--- config.mk ---
export PLATFORM = sky130hd
export DESIGN_NAME = spi_reg_word_master
export DESIGN_NICKNAME = d
export VERILOG_FILES = /design/src/rtl/spi_rw_pkg.sv /design/src/rtl/spi_half_timer.sv /design/src/rtl/spi_byte_shifter.sv /design/src/rtl/spi_irq_guard.sv /design/src/rtl/spi_reg_word_master.sv
export SDC_FILE = /design/constraint.sdc
export NUM_CORES = 1
export LEC_CHECK = 0
export BUFFER_PORTS_ARGS = -buffer_cell sky130_fd_sc_hd__buf_2
export CAP_MARGIN = 0
export CORE_MARGIN = 1
export CORE_UTILIZATION = 50
export DETAILED_ROUTE_END_ITERATION = 8
export GPL_ROUTABILITY_DRIVEN = 1
export PLACE_DENSITY = 0.87
export SETUP_SLACK_MARGIN = 0.1
export SLEW_MARGIN = 20
export SYNTH_ARGS = -nofsm -noshare
export SYNTH_HDL_FRONTEND = slang
export SYNTH_SLANG_ARGS = --single-unit
--- constraint.sdc ---
create_clock -name clk_i -period 1.95 [get_ports clk_i]
set_input_delay 0.0975 -clock clk_i [delete_from_list [all_inputs] [get_ports clk_i]]
set_output_delay 0.0975 -clock clk_i [all_outputs]
set_load 0.02 [all_outputs]
--- src/rtl/spi_rw_pkg.sv ---
package spi_rw_pkg;
  typedef enum logic [2:0] {
    ST_IDLE,
    ST_MASK,
    ST_SETUP,
    ST_XFER,
    ST_HOLD,
    ST_RESTORE,
    ST_DONE
  } st_e;

  localparam int unsigned BYTE_W = 8;
endpackage

--- src/rtl/spi_half_timer.sv ---
module spi_half_timer #(
  parameter int unsigned DIV = 4
) (
  input  logic clk_i,
  input  logic rst_ni,
  input  logic run_i,
  output logic tick_o
);
  localparam int unsigned CNT_W = (DIV > 1) ? $clog2(DIV) : 1;
  localparam logic [CNT_W-1:0] LAST = CNT_W'(DIV - 1);

  logic [CNT_W-1:0] cnt_q;

  assign tick_o = run_i && (cnt_q == LAST);

  always_ff @(posedge clk_i or negedge rst_ni) begin
    if (!rst_ni)      cnt_q <= '0;
    else if (!run_i)  cnt_q <= '0;
    else if (tick_o)  cnt_q <= '0;
    else              cnt_q <= cnt_q + 1'b1;
  end
endmodule

--- src/rtl/spi_byte_shifter.sv ---
module spi_byte_shifter #(
  parameter int unsigned DIV = 4,
  parameter int unsigned BW  = 8
) (
  input  logic          clk_i,
  input  logic          rst_ni,
  input  logic          start_i,
  input  logic [BW-1:0] tx_i,
  input  logic          miso_i,
  output logic          sclk_o,
  output logic          mosi_o,
  output logic          done_o,
  output logic [BW-1:0] rx_o
);
  localparam int unsigned BIT_W = $clog2(BW);
  localparam logic [BIT_W-1:0] LAST_BIT = BIT_W'(BW - 1);

  logic            active_q;
  logic            sclk_q;
  logic            done_q;
  logic [BIT_W-1:0] bit_q;
  logic [BW-1:0]   tx_sh_q;
  logic [BW-1:0]   rx_sh_q;
  logic            tick;

  spi_half_timer #(.DIV(DIV)) u_timer (
    .clk_i  (clk_i),
    .rst_ni (rst_ni),
    .run_i  (active_q),
    .tick_o (tick)
  );

  always_ff @(posedge clk_i or negedge rst_ni) begin
    if (!rst_ni) begin
      active_q <= 1'b0;
      sclk_q   <= 1'b0;
      done_q   <= 1'b0;
      bit_q    <= '0;
      tx_sh_q  <= '0;
      rx_sh_q  <= '0;
    end else begin
      done_q <= 1'b0;
      if (start_i && !active_q) begin
        active_q <= 1'b1;
        sclk_q   <= 1'b0;
        bit_q    <= '0;
        tx_sh_q  <= tx_i;
      end else if (active_q && tick) begin
        if (!sclk_q) begin
          sclk_q  <= 1'b1;
          rx_sh_q <= {rx_sh_q[BW-2:0], miso_i};
        end else begin
          sclk_q <= 1'b0;
          if (bit_q == LAST_BIT) begin
            active_q <= 1'b0;
            done_q   <= 1'b1;
          end else begin
            bit_q   <= bit_q + 1'b1;
            tx_sh_q <= {tx_sh_q[BW-2:0], 1'b0};
          end
        end
      end
    end
  end

  assign sclk_o = sclk_q;
  assign mosi_o = tx_sh_q[BW-1];
  assign done_o = done_q;
  assign rx_o   = rx_sh_q;

  // output bit must not move during a high phase
  a_r4_mosi_stable_high: assert property (@(posedge clk_i) disable iff (!rst_ni)
    (sclk_q && $past(sclk_q)) |-> $stable(mosi_o));
  // a byte is never restarted mid-flight
  a_r4_no_restart: assert property (@(posedge clk_i) disable iff (!rst_ni)
    start_i |-> !active_q);
endmodule

--- src/rtl/spi_irq_guard.sv ---
module spi_irq_guard #(
  parameter int unsigned    W    = 8,
  parameter logic [W-1:0]   MASK = 8'h06
) (
  input  logic         clk_i,
  input  logic         rst_ni,
  input  logic         save_i,
  input  logic [W-1:0] irq_i,
  input  logic         mask_phase_i,
  input  logic         restore_phase_i,
  output logic         we_o,
  output logic [W-1:0] val_o
);
  logic [W-1:0] saved_q;

  always_ff @(posedge clk_i or negedge rst_ni) begin
    if (!rst_ni)     saved_q <= '0;
    else if (save_i) saved_q <= irq_i;
  end

  assign we_o  = mask_phase_i || restore_phase_i;
  assign val_o = mask_phase_i ? (saved_q & ~MASK) : saved_q;
endmodule

--- src/rtl/spi_reg_word_master.sv ---
module spi_reg_word_master
  import spi_rw_pkg::*;
#(
  parameter int unsigned    CLK_DIV  = 4,
  parameter int unsigned    ADDR_W   = 6,
  parameter int unsigned    DATA_W   = 16,
  parameter int unsigned    IRQ_W    = 8,
  parameter logic [IRQ_W-1:0] IRQ_MASK = 8'h06
) (
  input  logic              clk_i,
  input  logic              rst_ni,
  input  logic              req_i,
  input  logic              rd_i,
  input  logic [ADDR_W-1:0] addr_i,
  input  logic [DATA_W-1:0] wdata_i,
  output logic              busy_o,
  output logic              done_o,
  output logic [DATA_W-1:0] rdata_o,
  input  logic [IRQ_W-1:0]  irq_en_i,
  output logic              irq_en_we_o,
  output logic [IRQ_W-1:0]  irq_en_o,
  output logic              spi_sclk_o,
  output logic              spi_cs_no,
  output logic              spi_mosi_o,
  input  logic              spi_miso_i
);
  localparam int unsigned NUM_DB = DATA_W / BYTE_W;
  localparam int unsigned IDX_W  = $clog2(NUM_DB + 1);
  localparam int unsigned PAD_W  = BYTE_W - 1 - ADDR_W;
  localparam logic [IDX_W-1:0] LAST_IDX = IDX_W'(NUM_DB);

  st_e               state_q, state_d;
  logic [BYTE_W-1:0] cmd_q;
  logic              rd_q;
  logic [DATA_W-1:0] wdata_sh_q;
  logic [DATA_W-1:0] acc_q;
  logic [DATA_W-1:0] rdata_q;
  logic [IDX_W-1:0]  idx_q;

  logic              accept;
  logic              wait_tick;
  logic              byte_done;
  logic [BYTE_W-1:0] byte_rx;
  logic              byte_start;
  logic [BYTE_W-1:0] byte_tx;
  logic              last_byte;

  assign accept    = req_i && (state_q == ST_IDLE);
  assign last_byte = (idx_q == LAST_IDX);

  spi_half_timer #(.DIV(CLK_DIV)) u_frame_timer (
    .clk_i  (clk_i),
    .rst_ni (rst_ni),
    .run_i  ((state_q == ST_SETUP) || (state_q == ST_HOLD)),
    .tick_o (wait_tick)
  );

  assign byte_start = ((state_q == ST_SETUP) && wait_tick) ||
                      ((state_q == ST_XFER) && byte_done && !last_byte);
  // data phase sends zeros on reads, next queued write byte otherwise
  assign byte_tx = (state_q == ST_SETUP) ? cmd_q :
                   (rd_q ? '0 : wdata_sh_q[DATA_W-1 -: BYTE_W]);

  spi_byte_shifter #(.DIV(CLK_DIV), .BW(BYTE_W)) u_shifter (
    .clk_i   (clk_i),
    .rst_ni  (rst_ni),
    .start_i (byte_start),
    .tx_i    (byte_tx),
    .miso_i  (spi_miso_i),
    .sclk_o  (spi_sclk_o),
    .mosi_o  (spi_mosi_o),
    .done_o  (byte_done),
    .rx_o    (byte_rx)
  );

  spi_irq_guard #(.W(IRQ_W), .MASK(IRQ_MASK)) u_irq_guard (
    .clk_i           (clk_i),
    .rst_ni          (rst_ni),
    .save_i          (accept),
    .irq_i           (irq_en_i),
    .mask_phase_i    (state_q == ST_MASK),
    .restore_phase_i (state_q == ST_RESTORE),
    .we_o            (irq_en_we_o),
    .val_o           (irq_en_o)
  );

  always_comb begin
    state_d = state_q;
    unique case (state_q)
      ST_IDLE:    if (req_i) state_d = ST_MASK;
      ST_MASK:    state_d = ST_SETUP;
      ST_SETUP:   if (wait_tick) state_d = ST_XFER;
      ST_XFER:    if (byte_done && last_byte) state_d = ST_HOLD;
      ST_HOLD:    if (wait_tick) state_d = ST_RESTORE;
      ST_RESTORE: state_d = ST_DONE;
      ST_DONE:    state_d = ST_IDLE;
      default:    state_d = ST_IDLE;
    endcase
  end

  always_ff @(posedge clk_i or negedge rst_ni) begin
    if (!rst_ni) begin
      state_q    <= ST_IDLE;
      cmd_q      <= '0;
      rd_q       <= 1'b0;
      wdata_sh_q <= '0;
      acc_q      <= '0;
      rdata_q    <= '0;
      idx_q      <= '0;
    end else begin
      state_q <= state_d;
      if (accept) begin
        cmd_q      <= {rd_i, {PAD_W{1'b0}}, addr_i};
        rd_q       <= rd_i;
        wdata_sh_q <= wdata_i;
      end
      if (state_q == ST_SETUP) idx_q <= '0;
      if ((state_q == ST_XFER) && byte_done) begin
        if (!last_byte) begin
          idx_q      <= idx_q + 1'b1;
          wdata_sh_q <= {wdata_sh_q[DATA_W-BYTE_W-1:0], {BYTE_W{1'b0}}};
        end
        // command-phase byte is dropped; writes keep nothing
        if ((idx_q != '0) && rd_q) begin
          acc_q <= {acc_q[DATA_W-BYTE_W-1:0], byte_rx};
          if (last_byte) rdata_q <= {acc_q[DATA_W-BYTE_W-1:0], byte_rx};
        end
      end
    end
  end

  assign busy_o    = (state_q != ST_IDLE);
  assign done_o    = (state_q == ST_DONE);
  assign rdata_o   = rdata_q;
  assign spi_cs_no = !((state_q == ST_SETUP) || (state_q == ST_XFER) || (state_q == ST_HOLD));

  a_r5_sclk_low_outside_frame: assert property (@(posedge clk_i) disable iff (!rst_ni)
    spi_cs_no |-> !spi_sclk_o);
  a_r6_mask_before_cs: assert property (@(posedge clk_i) disable iff (!rst_ni)
    $fell(spi_cs_no) |-> $past(irq_en_we_o));
  a_r6_restore_on_cs_rise: assert property (@(posedge clk_i) disable iff (!rst_ni)
    $rose(spi_cs_no) |-> irq_en_we_o);
  a_r7_done_single: assert property (@(posedge clk_i) disable iff (!rst_ni)
    done_o |=> !done_o);
  a_r7_done_in_busy: assert property (@(posedge clk_i) disable iff (!rst_ni)
    done_o |-> busy_o);
  a_r8_cmd_stable: assert property (@(posedge clk_i) disable iff (!rst_ni)
    (busy_o && $past(busy_o)) |-> $stable(cmd_q));
endmodule

==> Word level (Yosys, flattened, before mapping) <==
Cells that the tools add are included.
{ "totals": {"reg_bits": 87, "latchBits": 0, "ram_bits": 0, "rom_bits": 0, "input_bits": 35, "output_inout_bits": 30, "elab_cells": 104, "memories": 0} }
{ "classes": {"addsub": 4, "multipliers": 0, "n_div": 0, "magnitude_cmp": 0, "eq_ne": 15, "n_shift": 0, "muxes": 37, "bitwise": 2, "reduce_logical": 30} }
{ "op_table": {"columns": ["cell", "count"], "rows": [
  ["16-bit 2-to-1 mux", 3],
  ["8-bit 2-to-1 mux", 6],
  ["3-bit 2-to-1 mux", 9],
  ["3-bit case mux with 6 select lines", 1],
  ["2-bit 2-to-1 mux", 7],
  ["3-bit equality test (second input constant)", 4],
  ["3-bit AND reduction", 4],
  ["1-bit 2-to-1 mux", 11],
  ["1-bit logical AND", 10],
  ["2-bit != test (second input constant)", 4],
  ["2-bit nonzero test", 4],
  ["2-bit by 1-bit adder with 2-bit output (second input constant)", 3],
  ["2-bit equality test (second input constant)", 3],
  ["3-bit by 2-bit equality test with 1-bit output (second input constant)", 2],
  ["1-bit logical OR", 5],
  ["4-bit AND reduction", 1],
  ["3-bit by 1-bit adder with 3-bit output (second input constant)", 1],
  ["3-bit by 1-bit equality test with 1-bit output (second input constant)", 1],
  ["1-bit zero test", 3],
  ["3-bit zero test", 1],
  ["3-bit nonzero test", 1],
  ["2-bit by 1-bit != test with 1-bit output (second input constant)", 1],
  ["1-bit NOT", 2],
  ["2-bit AND reduction", 1]
]} }

==> Longest topological paths before layout <==
Gate-level depths: netlist of the first run.
{ "depth": {"depth_word": 8, "mapped_depth": 6, "depth_no_buf": 5} }

==> By module <==
Synthesis of the first run repeated with hierarchy kept, for this count alone.
{ "unflattened": {"cells_unflattened": 320, "hier_area_um2": 3872.5} }
{ "by_module_without_submodules": {"columns": ["mod", "n_inst", "cells_per_inst", "area_per_inst_um2", "seq_area_each_um2"], "rows": [
  ["spi_reg_word_master", 1, 208, 2351.0, 1301.2],
  ["spi_byte_shifter", 1, 74, 943.4, 550.5],
  ["spi_irq_guard", 1, 26, 395.4, 200.2],
  ["spi_half_timer", 2, 6, 91.3, 50.0]
]} }

==> Worst setup path after synthesis of the first run <==
No wires, ideal clock.
{ "synth_path": {"path_type": "reg2reg", "startpoint": "reg state_q[0]", "endpoint": "reg wdata_sh_q[10]", "setup_ns": 0.125, "t_arrival_ns": 1.712, "required_ns": 1.825, "slack_ns": 0.113, "path_stages_with_launch": 6, "n_path_buf": 2, "synth_period_minus_slack_ns": 1.837, "cell_sequence": "dfrtp_1 -> buf_6 -> or4b_4 -> buf_6 -> mux2_4 -> mux2_2"} }
{ "synth_via": {"elab_chain_len": 5} }
{ "synth_rtl": {"columns": ["item", "line", "text"], "rows": [
  ["start: declaration", "spi_reg_word_master.sv:32", "st_e state_q, state_d;"],
  ["start signal: assignment", "spi_reg_word_master.sv:111", "state_q <= state_d;"],
  ["3-bit zero test", "spi_reg_word_master.sv:48", "assign accept = req_i && (state_q == ST_IDLE);"],
  ["1-bit logical AND", "spi_reg_word_master.sv:48", null],
  ["16-bit 2-to-1 mux", "spi_reg_word_master.sv:112", "if (accept) begin"],
  ["16-bit 2-to-1 mux", "spi_reg_word_master.sv:119", "if (!last_byte) begin"],
  ["16-bit 2-to-1 mux (*)", "spi_reg_word_master.sv:118", "if ((state_q == ST_XFER) && byte_done) begin"],
  ["end signal: assignment", "spi_reg_word_master.sv:115", "wdata_sh_q <= wdata_i;"],
  ["end signal: assignment", "spi_reg_word_master.sv:121", "wdata_sh_q <= {wdata_sh_q[DATA_W-BYTE_W-1:0], {BYTE_W{1'b0}}};"],
  ["end: declaration", "spi_reg_word_master.sv:35", "logic [DATA_W-1:0] wdata_sh_q;"]
]} }
Mark *: on every way between the ends. The rest lies on a longest branch, timed or not.
A chain may end at the register's enable or synchronous reset.

==> Worst setup path after layout of the first run <==
{ "layout_path": {"startpoint": "reg state_q[0]", "endpoint": "reg wdata_sh_q[12]"} }
Same word-level chain as after synthesis.

==> results of run 1 <==
==> synthesized netlist by cell type (all sizes together) <==
| library cell | n |
|---|---|
| o22a | 1 |
| and3b | 3 |
| mux2 | 48 |
| o41ai | 1 |
| o21ai | 2 |
| nor3b | 1 |
| nand4bb | 1 |
| nand3 | 1 |
| nand2 | 66 |
| o31a | 1 |
| ha | 4 |
| nor2 | 9 |
| o2bb2ai | 1 |
| nand3b | 1 |
| nand4 | 2 |
| nand4b | 2 |
| or4b | 1 |
| or3b | 1 |
| buf | 13 |
| dfrtp | 86 |
| nand2b | 3 |
| a22o | 2 |
| nor4b | 1 |
| xor2 | 2 |
| a21oi | 10 |
| nor2b | 14 |
| inv | 5 |
| o32ai | 2 |
| a21o | 1 |
| clkbuf | 9 |
| mux2i | 26 |
| or3 | 1 |
| and2 | 1 |
==> worst min-delay path by stage <==
stage,to,cells past startpoint,slack (ns),startpoint
2_1_floorplan,acc_q[0],0,-0.20,rst_ni
3_3_place_gp,wdata_sh_q[2],1,0.1,rst_ni
3_5_place_dp,wdata_sh_q[2],1,0.10,rst_ni
4_1_cts,wdata_sh_q[11],3,0.1,wdata_i[11]
5_1_grt,wdata_sh_q[14],3,0.09,wdata_i[14]
6_report,wdata_sh_q[14],3,0.10,wdata_i[14]
==> metrics by stage <==
stage,setup WS [ns],hold slack [ns],instances,instance area (um2),utilization [%]
final,0.136,0.105,516,4760,64.6
after global routing,0.107,0.0881,516,4760,64.6
after CTS,0.135,0.0992,516,4760,64.6
after detailed placement,0.148,0.102,475,4300,58.4
after global placement,0.198,0.0965,475,4300,58.4
after floorplan,0.113,-0.198,322,3850,-
==> where the power goes <==
part,switching [uW],internal (uW),total [uW]
clock,652,605,1260
sequential,31.0,1820,1860
combinational,95.8,110,206
total,779,2540,3320
==> critical path, delay by kind of cell, from the launching register on <==
kind          cells  cell delay [ns]
mux               2             0.61
flops             1             0.39
simple gates      1             0.70
==> final cells by class <==
type / count / share of cell area, %
flip-flops and latches: 86 / 45.2
multi-input cells: 209 / 33.0
repair buffers: 101 / 14.5
clock buffers: 9 / 2.60
well taps: 99 / 2.60
clock inverters: 7 / 1.68
inverters: 5 / 0.394
==> cell families (layout without fill, tap and decap cells) <==
kind of cell    count (synthesis)  in the layout
flops                          86             86
simple gates                  108            108
buf+inv                        27            122
xor+xnor                        2              2
fa+ha+maj                       4              4
compound gates                 21             21
mux                            74             74
==> per-layer routing <==
metal  up-vias  global-route usage [%]  share of wire (%)
met1      1314                    25.4                 43
met4         0                    10.7                2.6
li1       1271                       -                  -
met2        66                    36.2                 51
met5         -                       0                  0
met3        19                    3.47                2.6
==> repair_timing <==
item,4_1_cts,5_1_grt
setup buffers,0,0
hold buffers,25,0
hold endpoints to repair,63,0
==> flip-flops by register name, summed over array words and instances (netlist names), 6 cells and up <==
signal and count:
u_irq_guard.saved_q 8, u_shifter.tx_sh_q 8, cmd_q 6, rdata_o 16, u_shifter.rx_o 8, acc_q 8, wdata_sh_q 16
==> layout by cell type (no fill, tap or decap), types with 2 or more instances in the layout <==
master         count
nand4_1            2
nand4b_1           2
inv_1              5
clkinvlp_4         2
dlygate4sd3_1     25
buf_4             11
buf_12             2
nor2_2             2
clkbuf_8           9
inv_6              2
xor2_1             2
and3b_1            3
dfrtp_1           86
clkinv_4           2
mux2_4             5
buf_2             63
mux2_2            43
nor2_1             7
a22o_1             2
nand2_1           66
mux2i_1           26
nand2b_1           3
nor2b_1           14
a21oi_1           10
o21ai_0            2
ha_1               4
==> impl_metrics.csv, run 1 <==
group,metric,value,unit
outcome,outcome,"finished, final reports clean",
timing,fmax,0.551,GHz
drt,ant_nets,0,
logic_synthesis,avgSynthCellArea,12.0,um2
final_layout,final_nets,451,
power_and_ir_drop,vdd_drop_max,0.395,mV
clock_tree,clockRootBuffer,"clkbuf_8",
critical_path,setup.worst_path.start,"state_q[0]",
critical_path,crit_path_end_kind,"register",
timing,rsz0062_at_grt,"false",
logic_synthesis,syn_nets,361,
grt,antenna_found_initial,0,
timing,maxSlewHeadroom,65.4,%
drt,post-route-drc-count,0,
logic_synthesis,syn-cell-area,3850,um2
logic_synthesis,synth_cell_types,38,
logic_synthesis,synth.area.top_cells,"dfrtp_1 56%, mux2_2 13%, mux2i_1 6.8%",
logic_synthesis,synth_xor_xnor_area_share,0.455,%
final_layout,area.growth.synth_to_final,23.5,%
timing,hold_viol,0,
timing,worstMarginPinSlew,0.520,ns
timing,setup_viol,0,
logic_synthesis,synth_compound_area_share,3.57,%
logic_synthesis,seq_area_frac_synth,55.8,%
power_and_ir_drop,finalPower,3320,uW
timing,period_needed,1.81,ns
final_layout,seq_area,2150,um2
drt,vias_per_cell,5.17,
clock_tree,cts_tree,"done",
final_layout,drive_gt1_share,34.8,%
critical_path,crit_slowest_cell,"or4b_4",
job,drv_cap,0,
clock_tree,clk_path_buf_depth,2,
logic_synthesis,synthSimpleGateAreaFrac,13.8,%
critical_path,crit_required,2.19,ns
drt,routed_wl,7820,um
critical_path,worstSetupPathType,"reg -> reg",
floorplanning,die_area,8060,um2
logic_synthesis,yosysWarnings,0,
critical_path,reg2reg_depth,3,
drt,num_vias,2670,
critical_path,crit_arrival,2.05,ns
logic_synthesis,synth-seq-cells,86,
floorplanning,die_h,89.8,um
critical_path,worst_path_largest_cell_delay,0.70,ns
power_and_ir_drop,p_leak,0.00252,uW
floorplanning,coreArea,7370,um2
logic_synthesis,synth_top_cell_by_area,"dfrtp_1",
placed_design,port_buffers,64,
grt,overflow,0,
clock_tree,clk_latency,0.35,ns
critical_path,r2r-end,"wdata_sh_q[12]",
logic_synthesis,synth_top_family_by_area,"multiplexers",
timing,period_share,93.0,%
logic_synthesis,netlist_instances,322,
floorplanning,ioPinCount,65,
critical_path,path_cells,"or4b_4 -> mux2_4 -> mux2_2",
timing,report.final.slew_viol_count,0,
logic_synthesis,synthMuxAreaShare,21.3,%
clock_tree,h-tree-depth,3,
logic_synthesis,synth_top_area_share,55.8,%
floorplanning,rows,31,
timing,setup_tns,0,ns
final_layout,fill_cells,563,
final_layout,diodes,0,
power_and_ir_drop,cellPowerDensity,697,nW/um2
critical_path,rrSetupSlack,0.14,ns
clock_tree,numCtsBuffers,9,
critical_path,startpoint_type,"register",
final_layout,multi_input_area,1570,um2
logic_synthesis,synth-adder-area-share,1.30,%
worst_hold_path,hp-class,"in -> reg",
placed_design,dpl.hpwl,5090,um
grt,grt_pass1_vias,2845,
drt,dr.first_iter.drc_count,127,
grt,grt.total_usage,21.0,%
grt,grt_max_degree,48,
critical_path,crit_path_end,"wdata_sh_q[12]",
critical_path,crit_fanout,21,
clock_tree,cts.repair.resized,0,
critical_path,r2r-start,"state_q[0]",
drt,avgRoutedWirePerCell,15.2,um
drt,first_pass_iters,4,
floorplanning,initial_core_util,52.3,%
timing,finClkSkew,0.0130,ns
clock_tree,clkTransAtPathRegs,0.09,ns
placed_design,gp_congestion,0.784,
grt,grt_first_pass_wirelength,13400,um
clock_tree,cts_sinks,86,
floorplanning,dieWidth,89.8,um
Power figures use the tool's default switching activity.
==> inputs of run 2 (changes only) <==
ABC_AREA = 1   (was unset)
==> run 2 against run 1 <==
  * Fmax rose by 7.5%
  * Via count rose by 14%
  * First-iteration DRC count rose by 36%
  * Largest cell class unchanged
  * Area after synthesis rose by 0.36%
  * Largest power group unchanged
  * Sequential power rose by 38%
  * Design area fell by 1.7%
  * Worst hold slack got worse by 0.089 ns
==> impl_metrics.csv, run 2 <==
group,metric,value,unit
final_layout,diodes,0,
critical_path,worstSetupPathType,"reg -> reg",
drt,dr.first_iter.drc_count,173,
placed_design,port_buffers,64,
logic_synthesis,synth_compound_area_share,9.74,%
logic_synthesis,synthMuxAreaShare,4.08,%
final_layout,finalInstanceArea,4680,um2
critical_path,r2r-start,"state_q[2]",
grt,antenna_found_initial,0,
power_and_ir_drop,vdd_drop_max,0.639,mV
drt,avgRoutedWirePerCell,12.5,um
timing,setup_viol,0,
clock_tree,clk_latency,0.36,ns
critical_path,reg2reg_depth,4,
critical_path,crit_fanout,38,
floorplanning,rows,31,
logic_synthesis,synth-adder-area-share,1.29,%
critical_path,crit_path_end,"cmd_q[4]",
floorplanning,coreArea,7370,um2
floorplanning,dieWidth,90.0,um
critical_path,startpoint_type,"register",
logic_synthesis,synthSimpleGateAreaFrac,20.3,%
logic_synthesis,yosysWarnings,0,
logic_synthesis,synth_xor_xnor_area_share,0.226,%
clock_tree,clkTransAtPathRegs,0.09,ns
logic_synthesis,syn-cell-area,3870,um2
power_and_ir_drop,cellPowerDensity,1230,nW/um2
clock_tree,h-tree-depth,3,
clock_tree,numCtsBuffers,9,
grt,grt_pass1_vias,2958,
logic_synthesis,netlist_instances,439,
floorplanning,die_h,90.0,um
final_layout,drive_gt1_share,21.5,%
grt,grt.total_usage,20.8,%
timing,setup_tns,0,ns
timing,hold_viol,0,
clock_tree,cts_sinks,86,
drt,first_pass_iters,4,
clock_tree,cts_tree,"done",
logic_synthesis,async_flop_share,100,%
timing,period_needed,1.69,ns
logic_synthesis,synth-seq-cells,86,
logic_synthesis,synth_top_area_share,55.6,%
final_layout,final_cell_mix,"117 x nand2_1, 86 x dfrtp_1, 63 x buf_2, 47 x inv_1, 38 x o21ai_0",
logic_synthesis,synth_cell_types,29,
drt,post-route-drc-count,0,
logic_synthesis,synth.area.top_cells,"dfrtp_1 56%, nand2_1 11%, o21ai_0 4.9%",
placed_design,dpl_cell_area,4260,um2
critical_path,crit_required,2.19,ns
clock_tree,clk_path_buf_depth,2,
floorplanning,die_area,8090,um2
timing,finClkSkew,0.00999,ns
job,drv_cap,0,
final_layout,fill_cells,621,
logic_synthesis,avgSynthCellArea,8.81,um2
timing,maxSlewHeadroom,63.4,%
logic_synthesis,synth_top_cell_by_area,"dfrtp_1",
grt,grt_max_degree,51,
drt,vias_per_cell,4.94,
logic_synthesis,synth_common_cells,"118 x nand2_1, 86 x dfrtp_1, 47 x inv_1",
drt,num_vias,3057,
outcome,outcome,"finished, final reports clean",
final_layout,seq_area,2150,um2
logic_synthesis,synth_edf_count,0,
critical_path,setup.worst_path.start,"state_q[2]",
drt,routed_wl,7740,um
floorplanning,initial_core_util,52.5,%
logic_synthesis,yosysMostFrequentCell,"nand2_1",
final_layout,multi_input_area,1390,um2
power_and_ir_drop,p_leak,0.00242,uW
timing,setup_ws,0.262,ns
logic_synthesis,synth-main-ff-cell,"dfrtp_1",
critical_path,rrSetupSlack,0.26,ns
placed_design,dp_slack,0.0996,ns
timing,rsz0062_at_grt,"false",
grt,overflow,0,
logic_synthesis,seq_area_frac_synth,55.6,%
final_layout,final_nets,554,
timing,report.final.slew_viol_count,0,
timing,fmax,0.592,GHz
critical_path,crit_path_end_kind,"register",
final_layout,layout_commonest_cell,"nand2_1",
power_and_ir_drop,finalPower,5760,uW
timing,worstMarginPinSlew,0.548,ns
worst_hold_path,hp-class,"in -> reg",
timing,period_share,86.6,%
drt,ant_nets,0,
grt,grt_first_pass_wirelength,13400,um
critical_path,crit_arrival,1.93,ns
placed_design,gp_congestion,0.934,
logic_synthesis,syn_nets,478,
placed_design,dpl.hpwl,5300,um
logic_synthesis,synth_top_family_by_area,"simple AND/OR/NAND/NOR gates",
clock_tree,cts_setup_buffers,0,
final_layout,area.growth.synth_to_final,20.9,%
critical_path,r2r-end,"cmd_q[4]",
floorplanning,ioPinCount,65,
clock_tree,clockRootBuffer,"clkbuf_8",
==> run 2: worst min-delay path by stage <==
stage | start | endpoint | cells past startpoint
3_5_place_dp | rst_ni | u_irq_guard.saved_q[4] | 1
6_report | wdata_i[7] | wdata_sh_q[7] | 3
4_1_cts | wdata_i[7] | wdata_sh_q[7] | 3
5_1_grt | wdata_i[9] | wdata_sh_q[9] | 3
2_1_floorplan | rst_ni | acc_q[0] | 0
3_3_place_gp | rst_ni | u_irq_guard.saved_q[4] | 1
==> run 2: timing repair <==
action / CTS / global route
endpoints found under the hold margin: 52 / 0
setup endpoints to repair: 1 / 16
pin swaps: 0 / 0
gates resized for setup: 1 / 3
hold buffers: 17 / 0
==> run 2: power by group <==
part	switching (uW)	internal [uW]	total, uW	leakage [uW]
clock network	652	765	1420	0.000117
logic	1080	701	1780	0.00120
registers	296	2260	2560	0.00110
==> run 2: metal layers <==
layer  part of all wire [%]  up-vias  GRT usage, %
met5                      0        -             0
met1                     44     1423          25.9
met3                    3.8       16          4.57
li1                       -     1542             -
met2                     50       76          35.1
met4                    1.9        0          9.01
==> run 2: logic make-up (layout without fill, tap and decap cells) <==
family | Yosys count | count (layout)
flip-flops | 86 | 86
AND/OR/NAND/NOR | 182 | 182
AO/OA/AOI/OAI | 73 | 73
buffers and inverters | 79 | 160
adder cells (fa/ha/maj) | 4 | 4
multiplexers | 14 | 14
XOR/XNOR | 1 | 1
==> run 2: cell type report <==
type	count	area share [%]
clock buffer	10	2.94
tap	99	2.65
inverter	54	4.36
multi-input combinational	274	29.6
timing repair buffer	90	12.3
clock inverter	6	2.03
sequential	86	46.0
==> run 2: per-stage QoR <==
step / hold WS (ns) / cells / utilization [%]
2_1_floorplan: -0.198 / 439 / -
3_3_place_gp: 0.0894 / 586 / 57.8
3_5_place_dp: 0.0940 / 586 / 57.8
4_1_cts: 0.00962 / 619 / 63.3
5_1_grt: 0.0337 / 619 / 63.4
6_report: 0.0157 / 619 / 63.4
==> run 2: critical path: stages, from the launching register on <==
cell	delay, ns
dfrtp_1	0.52
inv_1	0.20
nand3_4	0.20
buf_6	0.28
mux2_2	0.37
==> inputs of run 3 (changes only) <==
CORE_MARGIN = 5   (was 1)
GPL_TIMING_DRIVEN = 0   (was unset)
==> run 3 against run 2 <==
  * Largest cell class unchanged
  * Largest power group unchanged
  * Register-to-register slack got worse by 0.03 ns
  * Combinational power increased by 6%
  * Non-clock buffer count increased by 15
  * Via count increased by 4.2%
  * Sequential power about the same
==> impl_metrics.csv, run 3 (synthesis results as in run 2) <==
group,metric,value,unit
floorplanning,die_h,98.0,um
grt,antenna_found_initial,0,
worst_hold_path,hp-class,"in -> reg",
grt,grt.total_usage,17.7,%
grt,grt_max_degree,55,
timing,worstMarginPinSlew,0.449,ns
floorplanning,rows,32,
clock_tree,numCtsBuffers,9,
drt,num_vias,3185,
critical_path,cp_top_family,"simple AND/OR/NAND/NOR gates",
grt,grt_pass1_vias,3179,
final_layout,final_cell_mix,"118 x nand2_1, 86 x dfrtp_1, 74 x buf_2, 47 x inv_1, 38 x o21ai_0",
critical_path,worst_path_largest_cell_delay,0.39,ns
critical_path,crit_arrival,1.62,ns
drt,ant_nets,0,
placed_design,dp_slack,0.159,ns
final_layout,diodes,0,
clock_tree,cts_tree,"done",
clock_tree,clk_path_buf_depth,2,
grt,grt_first_pass_wirelength,14000,um
final_layout,finalInstanceArea,4710,um2
final_layout,fill_cells,629,
timing,hold_viol,0,
timing,rsz0062_at_grt,"true",
floorplanning,die_area,9590,um2
floorplanning,coreArea,7650,um2
outcome,outcome,"finished, final reports clean",
critical_path,path_cells,"buf_4 -> nor2_2 -> nand2_1 -> inv_1 -> nor3_1 -> buf_2",
placed_design,port_buffers,64,
placed_design,gp_congestion,0.873,
job,drv_cap,0,
drt,first_pass_iters,4,
critical_path,crit_path_end_kind,"output pin",
timing,period_share,88.2,%
power_and_ir_drop,p_leak,0.00244,uW
worst_hold_path,worstHoldPathCells,3,
final_layout,drive_gt1_share,22.6,%
floorplanning,ioPinCount,65,
critical_path,crit_slowest_cell,"dfrtp_1",
power_and_ir_drop,vdd_drop_max,0.772,mV
drt,post-route-drc-count,0,
clock_tree,clockRootBuffer,"clkbuf_8",
critical_path,startpoint_type,"register",
critical_path,crit_fanout,10,
grt,overflow,0,
final_layout,final_nets,569,
placed_design,dpl_cell_area,4350,um2
drt,avgRoutedWirePerCell,12.6,um
power_and_ir_drop,finalPower,5720,uW
clock_tree,h-tree-depth,3,
clock_tree,clk_latency,0.36,ns
timing,maxSlewHeadroom,70.1,%
drt,routed_wl,8000,um
timing,setup_tns,0,ns
critical_path,worstSetupPathType,"reg -> out",
floorplanning,dieWidth,98.0,um
clock_tree,cts_setup_buffers,0,
timing,setup_ws,0.231,ns
final_layout,layout_commonest_cell,"nand2_1",
clock_tree,cts_sinks,86,
clock_tree,clkTransAtPathRegs,0.09,ns
timing,period_needed,1.72,ns
timing,finClkSkew,0.0126,ns
critical_path,rrSetupSlack,0.23,ns
final_layout,area.growth.synth_to_final,21.7,%
critical_path,crit_buf_inv,3,
timing,fmax,0.582,GHz
timing,report.final.slew_viol_count,0,
floorplanning,initial_core_util,50.6,%
critical_path,reg2reg_depth,8,
placed_design,dpl.hpwl,5800,um
drt,dr.first_iter.drc_count,97,
critical_path,crit_required,1.85,ns
power_and_ir_drop,cellPowerDensity,1210,nW/um2
drt,vias_per_cell,5.00,
critical_path,worst-path-stages,6,
timing,setup_viol,0,
==> run 3: layer usage <==
layer / vias up / global-route usage (%) / wire [um]
met4: 0 / 6.71 / 140
met5: - / 0 / 0
li1: 1578 / - / -
met2: 82 / 30.2 / 3970
met3: 13 / 3.50 / 372
met1: 1512 / 22.4 / 3520
==> run 3: worst paths after layout <==
path | to | start
worst max-delay path | spi_cs_no | state_q[1]
worst min-delay path | u_shifter.rx_o[0] | spi_miso_i
worst max register to register | u_shifter.tx_sh_q[7] | u_shifter.bit_q[0]
worst min register to register | u_shifter.u_timer.cnt_q[0] | u_shifter.u_timer.cnt_q[0]
max in group asynchronous | cmd_q[4] | rst_ni
min in group asynchronous | u_irq_guard.saved_q[7] | rst_ni
==> run 3: per-stage QoR <==
stage          hold WS (ns)  utilization (%)  instances
2_1_floorplan        -0.198                -        439
3_3_place_gp          0.311             56.4        605
3_5_place_dp         0.0708             56.8        606
4_1_cts             0.00213             61.6        638
5_1_grt             0.00340             61.6        637
6_report             0.0142             61.6        637
==> run 3: worst min-delay path: cells and delay by family <==
kind,cells,cell delay [ns]
AO/OA/AOI/OAI,1,0.10
buffers and inverters,1,0.09
AND/OR/NAND/NOR,1,0.04
==> run 3: repair_timing <==
action / in CTS / in global routing
endpoints found under the hold margin: 47 / 0
gates resized for setup: 0 / 3
hold buffers: 16 / 0
setup endpoints to repair: 0 / 19
==> run 3: area by class of cell <==
class	instances	area, um2	share of cell area [%]
tap	102	128	2.71
sequential	86	2150	45.7
buffer	24	131	2.79
timing repair buffer	81	510	10.8
clock buffer	9	124	2.63
inverter	54	203	4.31
clock inverter	7	80.1	1.70
multi-input combinational	274	1380	29.3
==> run 3: power by group <==
group | switching (uW) | leakage, uW | internal, uW
logic | 1130 | 0.00124 | 763
registers | 273 | 0.00110 | 2260
clock network | 682 | 0.000102 | 610
